<file path="config.mk">
export PLATFORM = sky130hd
export DESIGN_NAME = out_fault_retry
export DESIGN_NICKNAME = d
export VERILOG_FILES = /design/src/rtl/out_fault_retry.sv
export SDC_FILE = /design/constraint.sdc
export NUM_CORES = 1
export LEC_CHECK = 0
export BUFFER_PORTS_ARGS = -buffer_cell sky130_fd_sc_hd__buf_4
export CORE_MARGIN = 2
export CORE_UTILIZATION = 55
export CTS_CLUSTER_DIAMETER = 80
export DETAILED_ROUTE_END_ITERATION = 7
export GPL_TIMING_DRIVEN = 0
export PLACE_DENSITY = 0.75
export SYNTH_ARGS = -nofsm -noshare
export SYNTH_HDL_FRONTEND = slang
export SYNTH_SLANG_ARGS = --single-unit
</file>
<file path="constraint.sdc">
create_clock -name clk -period 2 [get_ports clk]
set_clock_uncertainty 0.2 [all_clocks]
set_input_delay 0.3 -clock clk [delete_from_list [all_inputs] [get_ports clk]]
set_output_delay 0.3 -clock clk [all_outputs]
set_load 0.05 [all_outputs]
</file>
<file path="src/rtl/out_fault_retry.sv">
module out_fault_retry #(
  parameter int QUAL_CYC = 2000,
  parameter int OFF_CYC  = 100000
) (
  input  logic clk,
  input  logic rst_n,
  input  logic clamp_hit_i,
  input  logic bkcur_hit_i,
  input  logic static_sel_i,
  input  logic ss_done_i,
  output logic out_en_o,
  output logic ovl_flag_o,
  output logic rev_flag_o
);
  localparam int QW = $clog2(QUAL_CYC + 1);
  localparam int OW = $clog2(OFF_CYC + 1);

  logic          on_q;
  logic [QW-1:0] run_q, clean_q;
  logic [OW-1:0] off_q;
  logic          ovl_stat_q, ovl_dyn_q, rev_q;

  wire dyn_clamp  = ~static_sel_i & clamp_hit_i;
  wire fault      = bkcur_hit_i | dyn_clamp;
  wire trip       = on_q & fault & (run_q == QW'(QUAL_CYC));
  wire off_done   = (off_q == OW'(OFF_CYC - 1));
  wire clean_done = ~fault & (clean_q == QW'(QUAL_CYC - 1));

  always_ff @(posedge clk or negedge rst_n) begin
    if (!rst_n) begin
      on_q <= 1'b1; run_q <= '0; clean_q <= '0; off_q <= '0;
      ovl_stat_q <= 1'b0; ovl_dyn_q <= 1'b0; rev_q <= 1'b0;
    end else if (!ss_done_i) begin
      on_q <= 1'b1; run_q <= '0; clean_q <= '0; off_q <= '0;
      ovl_stat_q <= 1'b0; ovl_dyn_q <= 1'b0; rev_q <= 1'b0;
    end else begin
      ovl_stat_q <= static_sel_i & clamp_hit_i;
      if (on_q) begin
        if (trip) begin
          on_q      <= 1'b0;
          off_q     <= '0;
          run_q     <= '0;
          clean_q   <= '0;
          rev_q     <= rev_q | bkcur_hit_i;
          ovl_dyn_q <= ovl_dyn_q | dyn_clamp;
        end else if (fault) begin
          run_q   <= run_q + 1'b1;
          clean_q <= '0;
        end else begin
          run_q <= '0;
          if (clean_done) begin
            rev_q     <= 1'b0;
            ovl_dyn_q <= 1'b0;
          end else begin
            clean_q <= clean_q + 1'b1;
          end
        end
      end else begin
        run_q   <= '0;
        clean_q <= '0;
        if (off_done) begin
          on_q  <= 1'b1;
          off_q <= '0;
        end else begin
          off_q <= off_q + 1'b1;
        end
      end
    end
  end

  assign out_en_o   = on_q;
  assign ovl_flag_o = ovl_stat_q | ovl_dyn_q;
  assign rev_flag_o = rev_q;
endmodule

</file>
==> results.sh <==
export IMPL_h_tree_depth=2
export IMPL_critPathKind="reg2reg"
export IMPL_ir_worst_vdd_v=0.000335
export IMPL_synth_ff_type="dfrtp_1"
export IMPL_synthDistinctLibCells=45
export IMPL_cp_slowest_cell="or4b_4"
export IMPL_slew_violations=0
export IMPL_yosys_warnings=0
export IMPL_grt_max_degree=44
export IMPL_cts_root_buf="clkbuf_8"
export IMPL_fin_crit_sh=1.11
export IMPL_cp_data_required_time_ps=1970
export IMPL_cts_sinks=43
export IMPL_sw_frac_of_total=0.215
export IMPL_setup_violations=21
export IMPL_nets=281
export IMPL_antenna_cells=0
export IMPL_p_leak_nw=1.21
export IMPL_reg2reg_depth=6
export IMPL_antenna_violating_nets_post_route=0
export IMPL_fin_cells=321
export IMPL_fin_hold_ws_ps=60.9
export IMPL_clk_pin_slew_worst_paths_ps=90
export IMPL_violations="setup timing"
export IMPL_hold_viol=0
export IMPL_ys_seq_elements=43
export IMPL_netlist_area_sq_um=2280
export IMPL_gp_congestion=0.884
export IMPL_seqPwrFrac=0.490
export IMPL_cp_num_cells=6
export IMPL_vias=1967
export IMPL_hpwl_um=3000
export IMPL_via_per_inst=6.13
export IMPL_slew_headroom=0.610
export IMPL_cts_tree="done"
export IMPL_antenna_found_initial=0
export IMPL_cts_buffer_depth=2
export IMPL_critical_path_max_stage_delay_ps=560
export IMPL_drcViolationCount=0
export IMPL_die_area_sq_um=4670
export IMPL_routed_wl_um=5150
export IMPL_yosys_area_top_type_share=0.462
export IMPL_die_h_um=68.3
export IMPL_drt_pass1_iter_count=4
export IMPL_status="finished, violations left"
export IMPL_grt_pass1_wl_um=8290
export IMPL_hold_class="in2reg"
export IMPL_ioPinCount=9
export IMPL_syn2layout_area_growth_pct=21.8
export IMPL_layout_commonest_cell="dfrtp_1"
export IMPL_layout_drive_gt1_share=0.236
export IMPL_min_period_ps=2230
export IMPL_clock_latency_ps=300
export IMPL_start_util=0.569
export IMPL_synth_area_top_cells="dfrtp_1 (46%), nor2_1 (5.4%), nand3_1 (4.4%)"
export IMPL_wire_per_inst_um=16.0
export IMPL_rsz0062_at_grt="true"
export IMPL_arrival_ps=2200
export IMPL_ys_async_sr_fraction=1.00
export IMPL_crit_family="simple AND/OR/NAND/NOR gates"
export IMPL_timing_fmax_mhz=449
export IMPL_end_kind="register"
export IMPL_clkPwrFrac=0.455
export IMPL_rows=23
export IMPL_worst_path_buf_inv=1
export IMPL_fin_ws_ps=-227
export IMPL_seq_area_frac_synth=0.473
export IMPL_power_mw=1.80
export IMPL_synth_edf_count=0
export IMPL_cp_cell_sequence="or4b_4 > nor4_4 > nor2_4 > buf_2 > a21oi_1 > a31oi_1"
export IMPL_intPower_mw=1.41
export IMPL_postSynthCellCount=238
export IMPL_port_buffers=8
export IMPL_global_route_usage_total=0.237
export IMPL_cp_start_kind="register"
export IMPL_core_area_sq_um=4000
export IMPL_min_path_cells=2
export IMPL_power_switching_uw=386
export IMPL_power_per_cell_area_nw_per_um2=648
export IMPL_final_cell_mix="dfrtp_1 (38), nor2_1 (32), nand2_1 (22)"
export IMPL_synth_area_leader_cell="dfrtp_1"
export IMPL_die_width_um=68.3
export IMPL_grt_pass1_vias=1795
export IMPL_dp_cells=296
export IMPL_dr_first_iter_drc_count=269
export IMPL_syn_num_nets=249
export IMPL_worst_pin_slew_ps=579
export IMPL_max_cap_violations=0
export IMPL_pwr_share_comb=0.055
export IMPL_post_synth_cell_area_avg_sq_um=9.57
export IMPL_critPathMaxFanout=9
export IMPL_cts_made_buffers=5
export IMPL_gr_total_overflow=0
[state kept, by name (all words and copies together), names as in the netlist]
| register | cells |
|---|---|
| ovl_dyn_q | 1 |
| out_en_o | 1 |
| clean_q | 11 |
| rev_flag_o | 1 |
| off_q | 17 |
| run_q | 11 |
| ovl_stat_q | 1 |
[metal layers]
layer | vias up | wire [um] | global-route usage
met5 | - | 0 | 0
met4 | 0 | 76 | 0.0675
met3 | 10 | 334 | 0.0510
met2 | 86 | 2480 | 0.383
met1 | 953 | 2260 | 0.319
li1 | 918 | - | -
[area by class of cell]
class,count,area (sq um)
well taps,50,62.6
multi-input cells,182,1190
clock inverters,3,67.6
plain buffers,5,73.8
fillers,285,1230
clock buffers,5,68.8
repair buffers,25,196
flip-flops and latches,43,1080
inverters,8,30.0
[synth_stat cells (3+ instances only)]
library cell / count
a21oi_1: 11
a31oi_1: 11
and3_1: 6
dfrtp_1: 42
ha_1: 5
inv_1: 8
nand2_1: 22
nand3_1: 20
nand4_1: 8
nor2_1: 33
nor3_1: 3
nor4_1: 3
o21ai_0: 8
or3_1: 3
xnor2_1: 7
xor2_1: 10
[kinds of logic (layout without fill, tap and decap cells)]
| logic type | count (synthesis) | count (layout) | share of synthesized area |
|---|---|---|---|
| AND/OR/NAND/NOR | 118 | 118 | 0.277 |
| AO/OA/AOI/OAI | 39 | 40 | 0.104 |
| multiplexers | 2 | 2 | 0.00934 |
| XOR/XNOR | 17 | 17 | 0.0654 |
| buffers and inverters | 14 | 46 | 0.0429 |
| adder cells (fa/ha/maj) | 5 | 5 | 0.0275 |
| flip-flops | 43 | 43 | 0.473 |
[metrics by stage]
stage                     setup WS (ps)  utilization  area, sq um  TNS, ps
after global routing               -260        0.693         2770    -4540
after global placement             -322        0.601         2400    -6960
after floorplan                    -155            -         2280    -1110
after detailed placement           -317        0.601         2400    -7160
after CTS                          -155        0.687         2750    -2300
final                              -227        0.693         2770    -2680
[worst paths after layout]
path | slack, ps | end | startpoint
max | -230 | off_q[7]$_DFFE_PN0P_ | off_q[13]$_DFFE_PN0P_
min | 60 | ovl_stat_q$_DFF_PN0_ | clamp_hit_i
max reg2reg | -230 | off_q[7]$_DFFE_PN0P_ | off_q[13]$_DFFE_PN0P_
min reg2reg | 330 | off_q[16]$_DFFE_PN0P_ | off_q[16]$_DFFE_PN0P_
max in group asynchronous | 870 | off_q[12]$_DFFE_PN0P_ | rst_n
min in group asynchronous | 330 | clean_q[10]$_DFFE_PN0P_ | rst_n
[power by group through the flow]
stage               logic [mW]  clock network [mW]  registers (mW)
floorplan               0.0336                   0           0.896
global placement        0.0692                   0           0.898
detailed placement      0.0702                   0           0.898
CTS                     0.0956               0.820           0.879
global route             0.109               0.867           0.880
finish                  0.0990               0.818           0.879
[what timing repair did]
item                                   4_1_cts  5_1_grt
resized for setup                           24        5
setup buffers                               12        1
cloned                                       3        1
setup endpoints to repair                   30       31
hold buffers                                 1        0
pin swaps                                    6        3
endpoints found under the hold margin       42        0
Note: power is estimated with default switching activity, not from simulation.
